### config.mk
export PLATFORM = sky130hd
export DESIGN_NAME = alu_core
export DESIGN_NICKNAME = d
export VERILOG_FILES = /design/src/rtl/alu_cfg_pkg.sv /design/src/rtl/alu_isolate.sv /design/src/rtl/alu_units.sv /design/src/rtl/alu_select.sv /design/src/rtl/alu_core.sv
export SDC_FILE = /design/constraint.sdc
export NUM_CORES = 1
export LEC_CHECK = 0
export ABC_AREA = 1
export CORE_ASPECT_RATIO = 0.75
export CORE_MARGIN = 1
export CORE_UTILIZATION = 45
export CTS_BUF_LIST = sky130_fd_sc_hd__clkbuf_16
export CTS_CLUSTER_SIZE = 20
export DETAILED_ROUTE_END_ITERATION = 7
export GPL_TIMING_DRIVEN = 0
export PLACE_DENSITY = 0.75
export SYNTH_ARGS = -nofsm -noshare
export SYNTH_HDL_FRONTEND = slang
export SYNTH_SLANG_ARGS = --single-unit
### constraint.sdc
create_clock -name clk -period 2.25 [get_ports clk]
set_input_delay 0.675 -clock clk [delete_from_list [all_inputs] [get_ports clk]]
set_output_delay 0.675 -clock clk [all_outputs]
set_load 0.01 [all_outputs]
### src/rtl/alu_cfg_pkg.sv
package alu_cfg_pkg;

    localparam int OPC_W     = 4;
    localparam int UNIT_W    = 4;
    localparam int NUM_UNITS = 9;

    // opcode encoding
    localparam logic [OPC_W-1:0] OP_ADD  = 4'd0;
    localparam logic [OPC_W-1:0] OP_SUB  = 4'd1;
    localparam logic [OPC_W-1:0] OP_AND  = 4'd2;
    localparam logic [OPC_W-1:0] OP_OR   = 4'd3;
    localparam logic [OPC_W-1:0] OP_XOR  = 4'd4;
    localparam logic [OPC_W-1:0] OP_NOT  = 4'd5;
    localparam logic [OPC_W-1:0] OP_ROR  = 4'd6;
    localparam logic [OPC_W-1:0] OP_RORC = 4'd7;
    localparam logic [OPC_W-1:0] OP_ROL  = 4'd8;
    localparam logic [OPC_W-1:0] OP_ROLC = 4'd9;

    // functional unit numbering (leaf index in tree mode)
    localparam int U_ADD  = 0;
    localparam int U_AND  = 1;
    localparam int U_ROR  = 2;
    localparam int U_OR   = 3;
    localparam int U_XOR  = 4;
    localparam int U_NOT  = 5;
    localparam int U_RORC = 6;
    localparam int U_ROL  = 7;
    localparam int U_ROLC = 8;

    localparam logic [UNIT_W-1:0] U_NONE = '1;

    function automatic logic [UNIT_W-1:0] unit_of(input logic [OPC_W-1:0] opc);
        case (opc)
            OP_ADD, OP_SUB: unit_of = UNIT_W'(U_ADD);
            OP_AND:         unit_of = UNIT_W'(U_AND);
            OP_OR:          unit_of = UNIT_W'(U_OR);
            OP_XOR:         unit_of = UNIT_W'(U_XOR);
            OP_NOT:         unit_of = UNIT_W'(U_NOT);
            OP_ROR:         unit_of = UNIT_W'(U_ROR);
            OP_RORC:        unit_of = UNIT_W'(U_RORC);
            OP_ROL:         unit_of = UNIT_W'(U_ROL);
            OP_ROLC:        unit_of = UNIT_W'(U_ROLC);
            default:        unit_of = U_NONE;
        endcase
    endfunction

    function automatic logic op_legal(input logic [OPC_W-1:0] opc);
        op_legal = (opc <= OP_ROLC);
    endfunction

endpackage

### src/rtl/alu_isolate.sv
module alu_isolate #(
    parameter int WIDTH  = 8,
    parameter bit ENABLE = 1'b1
) (
    input  logic             clk,
    input  logic             rst_n,
    input  logic             en,
    input  logic [WIDTH-1:0] din,
    output logic [WIDTH-1:0] dout
);

    logic [WIDTH-1:0] hold_d, hold_q;

    always_comb begin
        dout   = (ENABLE && !en) ? hold_q : din;
        hold_d = dout;
    end

    always_ff @(posedge clk or negedge rst_n) begin
        if (!rst_n) hold_q <= '0;
        else        hold_q <= hold_d;
    end

    if (ENABLE) begin : g_chk
        // an unselected unit sees no operand change
        p_frozen_r10: assert property (@(posedge clk) disable iff (!rst_n)
            !en |-> $stable(dout));
    end

endmodule

### src/rtl/alu_units.sv
module alu_units
    import alu_cfg_pkg::*;
#(
    parameter int W       = 16,
    parameter bit ISOLATE = 1'b1
) (
    input  logic                            clk,
    input  logic                            rst_n,
    input  logic                            in_valid,
    input  logic [OPC_W-1:0]                op,
    input  logic [W-1:0]                    a,
    input  logic [W-1:0]                    b,
    input  logic                            cin,
    output logic [NUM_UNITS-1:0][W+1:0]     unit_out
);

    logic is_sub;
    assign is_sub = (op == OP_SUB);

    for (genvar k = 0; k < NUM_UNITS; k++) begin : g_unit
        logic en;
        assign en = in_valid && (unit_of(op) == UNIT_W'(k));

        if (k == U_ADD) begin : g_add
            logic [2*W+1:0] opnd;
            logic [W-1:0]   oa, ob;
            logic           osub, ocin, ovf;
            logic [W:0]     sum;
            alu_isolate #(.WIDTH(2*W+2), .ENABLE(ISOLATE)) u_iso (
                .clk(clk), .rst_n(rst_n), .en(en),
                .din({is_sub, cin, a, b}), .dout(opnd));
            always_comb begin
                {osub, ocin, oa, ob} = opnd;
                if (osub) begin
                    sum = {1'b0, oa} + {1'b0, ~ob} + (W+1)'(1);
                    ovf = (oa[W-1] != ob[W-1]) && (sum[W-1] != oa[W-1]);
                end else begin
                    sum = {1'b0, oa} + {1'b0, ob} + (W+1)'(ocin);
                    ovf = (oa[W-1] == ob[W-1]) && (sum[W-1] != oa[W-1]);
                end
            end
            assign unit_out[k] = {sum[W], ovf, sum[W-1:0]};
        end else if (k == U_AND || k == U_OR || k == U_XOR) begin : g_logic
            logic [2*W-1:0] opnd;
            logic [W-1:0]   res;
            alu_isolate #(.WIDTH(2*W), .ENABLE(ISOLATE)) u_iso (
                .clk(clk), .rst_n(rst_n), .en(en),
                .din({a, b}), .dout(opnd));
            always_comb begin
                if (k == U_AND)     res = opnd[2*W-1:W] & opnd[W-1:0];
                else if (k == U_OR) res = opnd[2*W-1:W] | opnd[W-1:0];
                else                res = opnd[2*W-1:W] ^ opnd[W-1:0];
            end
            assign unit_out[k] = {2'b00, res};
        end else if (k == U_NOT || k == U_ROR || k == U_ROL) begin : g_single
            logic [W-1:0] opnd;
            logic [W-1:0] res;
            alu_isolate #(.WIDTH(W), .ENABLE(ISOLATE)) u_iso (
                .clk(clk), .rst_n(rst_n), .en(en),
                .din(a), .dout(opnd));
            always_comb begin
                if (k == U_NOT)      res = ~opnd;
                else if (k == U_ROR) res = {opnd[0], opnd[W-1:1]};
                else                 res = {opnd[W-2:0], opnd[W-1]};
            end
            assign unit_out[k] = {2'b00, res};
        end else begin : g_thru_carry
            logic [W:0]   opnd;
            logic [W-1:0] res;
            logic         cout;
            alu_isolate #(.WIDTH(W+1), .ENABLE(ISOLATE)) u_iso (
                .clk(clk), .rst_n(rst_n), .en(en),
                .din({cin, a}), .dout(opnd));
            always_comb begin
                if (k == U_RORC) begin
                    res  = {opnd[W], opnd[W-1:1]};
                    cout = opnd[0];
                end else begin
                    res  = {opnd[W-2:0], opnd[W]};
                    cout = opnd[W-1];
                end
            end
            assign unit_out[k] = {cout, 1'b0, res};
        end
    end

endmodule

### src/rtl/alu_select.sv
module alu_select
    import alu_cfg_pkg::*;
#(
    parameter int DW        = 18,
    parameter bit MODE_TREE = 1'b0,
    parameter logic [NUM_UNITS*UNIT_W-1:0] CHAIN_ORDER = 36'h876543210
) (
    input  logic [UNIT_W-1:0]              sel,
    input  logic [NUM_UNITS-1:0][DW-1:0]   din,
    output logic [DW-1:0]                  dout
);

    localparam int LVL    = $clog2(NUM_UNITS);
    localparam int LEAVES = 1 << LVL;

    if (MODE_TREE) begin : g_tree
        // heap-ordered nodes: node 1 is the root, leaves start at LEAVES
        logic [DW-1:0] node [1:2*LEAVES-1];
        for (genvar i = 0; i < LEAVES; i++) begin : g_leaf
            if (i < NUM_UNITS) begin : g_used
                assign node[LEAVES+i] = din[i];
            end else begin : g_pad
                assign node[LEAVES+i] = '0;
            end
        end
        for (genvar i = 1; i < LEAVES; i++) begin : g_node
            localparam int DEPTH = $clog2(i + 1) - 1;
            assign node[i] = sel[LVL-1-DEPTH] ? node[2*i+1] : node[2*i];
        end
        assign dout = node[1];
    end else begin : g_chain
        // stage 0 drives the output; the last stage is the fall-through
        logic [DW-1:0] stage [NUM_UNITS];
        for (genvar k = 0; k < NUM_UNITS; k++) begin : g_stage
            localparam int UID = int'(CHAIN_ORDER[k*UNIT_W +: UNIT_W]);
            if (k == NUM_UNITS - 1) begin : g_last
                assign stage[k] = din[UID];
            end else begin : g_mid
                assign stage[k] = (sel == UNIT_W'(UID)) ? din[UID] : stage[k+1];
            end
        end
        assign dout = stage[0];
    end

endmodule

### src/rtl/alu_core.sv
module alu_core
    import alu_cfg_pkg::*;
#(
    parameter int W        = 16,
    parameter bit TREE_SEL = 1'b0,
    parameter logic [NUM_UNITS*UNIT_W-1:0] CHAIN_ORDER = 36'h876543210,
    parameter bit ISOLATE  = 1'b1
) (
    input  logic             clk,
    input  logic             rst_n,
    input  logic             in_valid,
    input  logic [OPC_W-1:0] op,
    input  logic [W-1:0]     a,
    input  logic [W-1:0]     b,
    input  logic             cin,
    output logic             out_valid,
    output logic [W-1:0]     result,
    output logic             flag_c,
    output logic             flag_z,
    output logic             flag_n,
    output logic             flag_v
);

    localparam int DW = W + 2;

    typedef struct packed {
        logic         vld;
        logic [W-1:0] res;
        logic         c;
        logic         z;
        logic         n;
        logic         v;
    } state_t;

    logic [NUM_UNITS-1:0][DW-1:0] unit_out;
    logic [DW-1:0]                picked;
    state_t                       st_d, st_q;

    alu_units #(.W(W), .ISOLATE(ISOLATE)) u_units (
        .clk(clk), .rst_n(rst_n), .in_valid(in_valid), .op(op),
        .a(a), .b(b), .cin(cin), .unit_out(unit_out));

    alu_select #(.DW(DW), .MODE_TREE(TREE_SEL), .CHAIN_ORDER(CHAIN_ORDER)) u_select (
        .sel(unit_of(op)), .din(unit_out), .dout(picked));

    always_comb begin
        st_d     = st_q;
        st_d.vld = in_valid;
        if (in_valid) begin
            if (op_legal(op)) begin
                st_d.res = picked[W-1:0];
                st_d.c   = picked[W+1];
                st_d.v   = picked[W];
                st_d.z   = (picked[W-1:0] == '0);
                st_d.n   = picked[W-1];
            end else begin
                st_d.res = '0;
                st_d.c   = 1'b0;
                st_d.v   = 1'b0;
                st_d.z   = 1'b0;
                st_d.n   = 1'b0;
            end
        end
    end

    always_ff @(posedge clk or negedge rst_n) begin
        if (!rst_n) st_q <= '0;
        else        st_q <= st_d;
    end

    assign out_valid = st_q.vld;
    assign result    = st_q.res;
    assign flag_c    = st_q.c;
    assign flag_z    = st_q.z;
    assign flag_n    = st_q.n;
    assign flag_v    = st_q.v;

    p_valid_lat_r1: assert property (@(posedge clk) disable iff (!rst_n)
        in_valid |=> out_valid);
    p_idle_lat_r1: assert property (@(posedge clk) disable iff (!rst_n)
        !in_valid |=> !out_valid);
    p_hold_r1: assert property (@(posedge clk) disable iff (!rst_n)
        !in_valid |=> $stable({result, flag_c, flag_z, flag_n, flag_v}));
    p_logic_cv_r4: assert property (@(posedge clk) disable iff (!rst_n)
        (in_valid && op >= OP_AND && op <= OP_NOT) |=> (!flag_c && !flag_v));
    p_zero_flag_r7: assert property (@(posedge clk) disable iff (!rst_n)
        (in_valid && op_legal(op)) |=> (flag_z == (result == '0)) && (flag_n == result[W-1]));
    p_undef_r8: assert property (@(posedge clk) disable iff (!rst_n)
        (in_valid && !op_legal(op)) |=> (result == '0) && !flag_c && !flag_z && !flag_n && !flag_v);

endmodule

==> flow_summary.yaml, run 1 <==
synthesis:
  ys_ff_latch: 232
  async_reset_ff_share_pct: 100
  synth_edf_count: 0
  synth_cell_types: 46
  synth_ff_type: "dfrtp_1"
  yosysWarnings: 0
  syn_avg_cell_area_sq_um: 7.55
  synth_nets: 1735
  netlist_area_sq_um: 12600
  yosysSeqAreaShare_pct: 46.3
  synth_most_common_cell: "nand2_1"
  synth_cells: 1662
  synth_area_leaders: "dfrtp_1 46%, nand2_1 15%, o21ai_0 7.1%, inv_1 6.3%, nand3_1 4.1%"
  ys_top_cells_by_count: "496 x nand2_1, 232 x dfrtp_1, 211 x inv_1, 179 x o21ai_0, 104 x nand3_1"
  synth_top_cell_by_area: "dfrtp_1"
  yosys.area.top_type_share_pct: 46.3
routing:
  vias_per_cell: 5.61
  initialDrtViolationCount: 1378
  dr.pass1.iters: 6
  ant_nets: 0
  wirelength_mm: 42.6
  drc: 0
  wl_per_cell_um: 19.5
  vias: 12251
die:
  io_pins: 61
  num_rows: 52
  initial_core_util_pct: 46.1
  core-area_sq_um: 27200
  die_w_um: 195
  die_y_um: 147
  die_area_sq_um: 28600
place:
  post-place-ws_ns: -2.98
  place_inst: 2073
  port_buffers: 58
  gp_congestion: 0.918
  hpwl_mm: 30.1
status:
  status: "finished with violations"
  violations: "negative setup slack"
pwr:
  p_sw_uw: 5120
  ir_worst_vdd_uv: 592
  share_comb_of_total_power_pct: 35.1
  p_int_uw: 9130
  p_clk_share_pct: 27.6
  p_per_area_nw_per_um2: 898
  swShare_pct: 35.9
  p_leak_uw: 0.00783
  seqPwrFrac_pct: 37.3
timing:
  finalHoldViolCount: 0
  setup_viol: 19
  clock.fmax_mhz: 302
  finalMaxSlewViolations: 0
  period_share_pct: 147
  worst_clock_skew_ns: 0.0122
  post-route-min-period_ns: 3.31
  slew_headroom_pct: 44.2
  rsz0062_at_grt: "yes"
  finalWorstSetupSlack_ns: -1.06
  worstMarginPinSlew_ns: 0.837
run:
  max-cap-violations: 0
clocking:
  cts_buffers: 24
  clkTransAtPathRegs_ns: 0.06
  hold_buffers: 0
  htreeDepth: 1
  clock_latency_ns: 0.52
  cts_tree: "built"
  cts_buffer_depth: 3
  clock-sinks: 232
  clock-root-buffer: "clkbuf_16"
critical_path:
  rrSetupSlack_ns: -0.50
  r2r_start: "u_units.g_unit[0].g_add.u_iso.hold_q[0]$_DFF_PN0_"
  reg2reg_depth: 19
  cp.arrival_ns: 3.76
  required_ns: 2.70
  crit_path_max_fanout: 5
  crit_path_end_kind: "register"
  r2r_end: "flag_z$_DFFE_PN0P_"
  cp-start-kind: "input pin"
  crit_type: "input pin to register"
final_layout:
  nets: 1885
  syn_to_final_growth_pct: 26.4
  stdcell_count: 2182
  final-seq-area_sq_um: 5810
  final_core_util_pct: 58.4
  layout-drive-gt1-share_pct: 19.4
  multi_input_area_sq_um: 6220
  n_fill_cell: 2405
global_routing:
  grt_max_degree: 93
  overflow: 0
  grt.total_usage_pct: 29.9
  grt_pass1_vias: 11742
  grt_antenna_before_repair: 1
  grt_pass1_wl_mm: 66.0
hold_path:
  min-delay-path-class: "input pin to asynchronous set/reset pin"
[state kept, by name, indices dropped and copies added, names as in the netlist]
| name | cells |
|---|---|
| u_units.g_unit.g_logic.u_iso.hold_q | 96 |
| u_units.g_unit.g_single.u_iso.hold_q | 48 |
| u_units.g_unit.g_add.u_iso.hold_q | 34 |
| u_units.g_unit.g_thru_carry.u_iso.hold_q | 34 |
| result | 16 |
| flag_c | 1 |
| flag_v | 1 |
| flag_z | 1 |
| out_valid | 1 |
[cell usage in the layout, fill, tap and decap left out, types with 10 or more instances in the layout]
cell type	instances
a21oi_2	16
buf_6	13
dfrtp_1	232
nand3_1	84
nor2_1	75
clkbuf_1	11
inv_1	200
o21ai_0	140
o21ai_4	10
o21ai_1	45
buf_4	61
nor2_2	10
buf_2	32
ha_1	21
nand2_1	459
inv_2	13
clkdlybuf4s50_1	52
o211ai_1	15
a21oi_1	76
nand3_2	19
nor2_4	15
nand2_2	38
clkbuf_16	31
nand4_1	12
o21ai_2	17
[power by group through the flow]
stage | combinational (uW) | clock [uW] | sequential (uW)
after floorplan | 2760 | 0 | 5300
after global placement | 3870 | 0 | 5350
after detailed placement | 3980 | 0 | 5370
after CTS | 4460 | 3950 | 5300
after global routing | 5520 | 4120 | 5390
final | 5000 | 3940 | 5310
[worst max path at each step]
stage	start	end
5_1_grt	op[1]	flag_z$_DFFE_PN0P_
6_report	op[1]	flag_z$_DFFE_PN0P_
3_5_place_dp	op[1]	flag_z$_DFFE_PN0P_
4_1_cts	op[3]	flag_z$_DFFE_PN0P_
2_1_floorplan	op[2]	flag_z$_DFFE_PN0P_
3_3_place_gp	rst_n	u_units.g_unit[6].g_thru_carry.u_iso.hold_q[12]$_DFF_PN0_
[critical path, cell delays in order]
cell and delay, ns:
buf_12 0.09, inv_6 0.04, buf_8 0.12, nand3_4 0.10, clkinv_4 0.08, clkbuf_16 0.17
clkbuf_16 0.18, o21ai_1 0.27, inv_1 0.12, ha_1 0.25, a21oi_1 0.17, inv_1 0.10
a21oi_2 0.19, o211a_1 0.18, nand2_2 0.10, a21oi_2 0.18, nor2_2 0.08, nor2_4 0.18
nand3_4 0.13, nor2_4 0.16, nand3_2 0.09, nand2_1 0.06
[timing repair]
action | in CTS | in global routing
setup buffers | 37 | 25
endpoints found under the setup margin | 25 | 19
gates cloned | 4 | 0
pin swaps | 44 | 61
gates resized for setup | 152 | 97
[logic make-up (layout without fill, tap and decap cells)]
family / Yosys count / count (layout) / synth area share, %
AOI/OAI and AO/OA: 352 / 352 / 15.2
xor gates and xnor gates: 2 / 2 / 0.140
adders and majority gates: 33 / 33 / 3.47
buffers and inverters: 296 / 464 / 9.88
DFF: 232 / 232 / 46.3
muxes: 2 / 2 / 0.169
other: 0 / 1 / 0
and+or+nand+nor: 745 / 745 / 24.9
[per-layer routing]
layer  share of wire [%]  wire [um]  vias up  track usage, %
met5               0.031         13        -               0
met4                 2.1        891        2            6.30
met3                  10       4280       71            7.11
met2                  42      17800      610            43.5
met1                  46      19600     5936            44.9
li1                    -          -     5632               -
[layout make-up]
| type | count | share of cell area, % |
|---|---|---|
| diodes | 1 | 0.0158 |
| plain buffers | 73 | 3.35 |
| clock buffers | 25 | 3.94 |
| clock inverters | 19 | 0.883 |
| inverters | 222 | 5.47 |
| multi-input cells | 1134 | 39.2 |
| flip-flops and latches | 232 | 36.6 |
| well taps | 351 | 2.77 |
| repair buffers | 125 | 7.79 |
[per-stage QoR]
step                      area, sq um  setup TNS, ns  power [uW]  hold slack [ns]
after floorplan                 12700         -15.71        8070            0.379
after global placement          13700       -2247.59        9220            0.452
after detailed placement        13800        -102.95        9350            0.459
after CTS                       15300         -12.66       13700            0.109
after global routing            15900         -16.59       15000            0.132
final                           15900         -14.25       14300           0.0702
No activity file was read; power rests on OpenSTA's default activity.
==> inputs of run 2 (changes only) <==
--- a/config.mk
+++ b/config.mk
@@ -10,3 +10,3 @@
 export CORE_MARGIN = 1
-export CORE_UTILIZATION = 45
+export CORE_UTILIZATION = 40
 export CTS_BUF_LIST = sky130_fd_sc_hd__clkbuf_16
@@ -15,3 +15,3 @@
 export GPL_TIMING_DRIVEN = 0
-export PLACE_DENSITY = 0.75
+export PLACE_DENSITY = 0.69
 export SYNTH_ARGS = -nofsm -noshare
--- a/constraint.sdc
+++ b/constraint.sdc
@@ -3,2 +3,2 @@
 set_output_delay 0.675 -clock clk [all_outputs]
-set_load 0.01 [all_outputs]
+set_load 0.02 [all_outputs]
==> run 2 against run 1 <==
- the flow finishes with violations (design-rule violations, negative setup slack)
- clock power up 6.3%
- sequential power about the same
- core utilization down 5.6 points
- global-route usage down 3.1 points
- highest routed layer is now met4
==> flow_summary.yaml, run 2 (synthesized netlist as in run 1, its figures left out) <==
global_routing:
  overflow: 0
  grt_pass1_wl_mm: 65.1
  top_usage_layer: "met1"
  grt_antenna_before_repair: 0
  grt.total_usage_pct: 26.8
  grt_use_met2_pct: 36.7
  grt_pass1_vias: 11215
  use_met1_pct: 41.1
  grt_max_degree: 121
  gr-usage-met3_pct: 7.02
routing:
  initialDrtViolationCount: 1469
  wirelength_mm: 43.4
  dr.pass1.iters: 8
  vias_per_cell: 5.41
  wl_per_cell_um: 19.3
  vias: 12146
  ant_nets: 0
  drc: 3
place:
  placed_cell_area_sq_um: 13800
  gp_congestion: 0.982
  hpwl_mm: 30.3
  place_inst: 2120
  port_buffers: 58
critical_path:
  cp-startpoint: "op[2]"
  reg2reg_depth: 19
  cpMaxStageDelayCell: "fa_2"
  cp.arrival_ns: 3.72
  cp_num_buf_inv: 4
  required_ns: 2.74
  critPathMostFrequentCell: "nand2_1"
  endpoint: "flag_z$_DFFE_PN0P_"
  cp_top_family: "simple AND/OR/NAND/NOR gates"
  rrSetupSlack_ns: -0.45
  r2r_end: "flag_z$_DFFE_PN0P_"
  crit_cells: 24
  r2r_start: "u_units.g_unit[0].g_add.u_iso.hold_q[1]$_DFF_PN0_"
  critPathMaxStageDelay_ns: 0.35
  cp-start-kind: "input pin"
  crit_type: "input pin to register"
  crit_path_max_fanout: 5
  crit_chain: "buf_12 > nor2_4 > nand3_4 > inv_4 > clkbuf_16 > clkbuf_16 > o21ai_4 > ha_4 > fa_2 > nor2_2 > o21ai_1 > nand2_1 > nand2_1 > nand2_2 > nand2_2 > nand2_1 > nand2_1 > a21oi_2 > nor2_2 > nor2_4 > nand3_4 > nor2_4 > nand3_2 > nand2_1"
  crit_path_end_kind: "register"
pwr:
  p_per_area_nw_per_um2: 902
  swShare_pct: 36.2
  p_sw_uw: 5240
  ir_worst_vdd_uv: 581
  p_leak_uw: 0.00795
  share_comb_of_total_power_pct: 34.6
  p_clk_share_pct: 28.9
  seqPwrFrac_pct: 36.5
  p_total_uw: 14500
  p_int_uw: 9260
status:
  status: "finished with violations"
  violations: "design-rule violations, negative setup slack"
timing:
  finalMaxSlewViolations: 0
  clock.fmax_mhz: 309
  worst_clock_skew_ns: 0.0110
  worstMarginPinSlew_ns: 0.886
  finalHoldViolCount: 0
  rsz0062_at_grt: "yes"
  period_share_pct: 144
  post-route-min-period_ns: 3.23
  finalWorstSetupSlack_ns: -0.984
  slew_headroom_pct: 40.9
  setup_viol: 19
die:
  core-area_sq_um: 30500
  initial_core_util_pct: 41.2
  die_area_sq_um: 32100
  die_w_um: 207
  num_rows: 55
  die_y_um: 155
  io_pins: 61
final_layout:
  antennaDiodeCount: 0
  final_cell_area_sq_um: 16100
  nets: 1899
  regMostFlops: "u_units.g_unit.g_logic.u_iso.hold_q"
  reg.largest.list: "u_units.g_unit.g_logic.u_iso.hold_q (96), u_units.g_unit.g_single.u_iso.hold_q (48)"
  final_core_util_pct: 52.7
  layout-drive-gt1-share_pct: 20.0
  largest_reg_flops: 96
  syn_to_final_growth_pct: 28.1
  final_common_cell: "nand2_1"
  stdcell_count: 2244
  mostFrequentLayoutCells: "463 x nand2_1, 232 x dfrtp_1, 201 x inv_1"
clocking:
  clock-root-buffer: "clkbuf_16"
  clock-sinks: 232
  cts_buffer_depth: 3
  clkTransAtPathRegs_ns: 0.06
  htreeDepth: 1
  cts_buffers: 25
  cts_tree: "built"
  clock_latency_ns: 0.55
  hold_buffers: 0
hold_path:
  min-delay-path-class: "input pin to asynchronous set/reset pin"
run:
  max-cap-violations: 0
-- run 2: how the worst min path moves through the flow --
stage	start	endpoint	slack, ns	cells past startpoint
after detailed placement	u_units.g_unit[3].g_logic.u_iso.hold_q[3]$_DFF_PN0_	u_units.g_unit[3].g_logic.u_iso.hold_q[3]$_DFF_PN0_	0.46	2
after global placement	u_units.g_unit[1].g_logic.u_iso.hold_q[10]$_DFF_PN0_	u_units.g_unit[1].g_logic.u_iso.hold_q[10]$_DFF_PN0_	0.45	2
final	rst_n	result[3]$_DFFE_PN0P_	0.20	1
after CTS	rst_n	result[9]$_DFFE_PN0P_	0.25	1
after global routing	rst_n	result[3]$_DFFE_PN0P_	0.27	1
after floorplan	rst_n	flag_c$_DFFE_PN0P_	0.38	0
-- run 2: cell type report --
class	count	area, sq um
Tap cell	399	499
Timing Repair Buffer	137	1310
Sequential cell	232	5810
Clock buffer	25	626
Buffer	74	567
Inverter	222	870
Fill cell	2829	14400
Clock inverter	21	189
Multi-Input combinational cell	1134	6210
-- run 2: per-stage QoR --
step	setup TNS [ns]	setup slack, ns	hold slack [ns]
after detailed placement	-105.71	-2.94	0.460
after global routing	-14.83	-1.10	0.267
after global placement	-2318.84	-9.60	0.450
final	-12.88	-0.984	0.203
after CTS	-11.77	-0.921	0.247
after floorplan	-15.71	-0.997	0.379
-- run 2: repair_timing --
item,CTS,global route
setup endpoints to repair,22,21
gates cloned,2,4
gates resized for setup,120,135
pin swaps,36,62
buffers inserted,29,43
-- run 2: power groups by stage --
stage | combinational, uW | sequential, uW | clock [uW]
floorplan | 2760 | 5350 | 0
global placement | 3960 | 5340 | 0
detailed placement | 4050 | 5350 | 0
CTS | 4380 | 5280 | 4230
global route | 5520 | 5370 | 4400
finish | 5020 | 5290 | 4190
-- run 2: routing by layer --
layer | part of all wire (%) | vias to the layer above | wire length (um)
met5 | 0 | - | 0
li1 | - | 5665 | -
met1 | 47 | 5838 | 20400
met3 | 10 | 86 | 4450
met4 | 2.8 | 0 | 1210
met2 | 40 | 557 | 17400
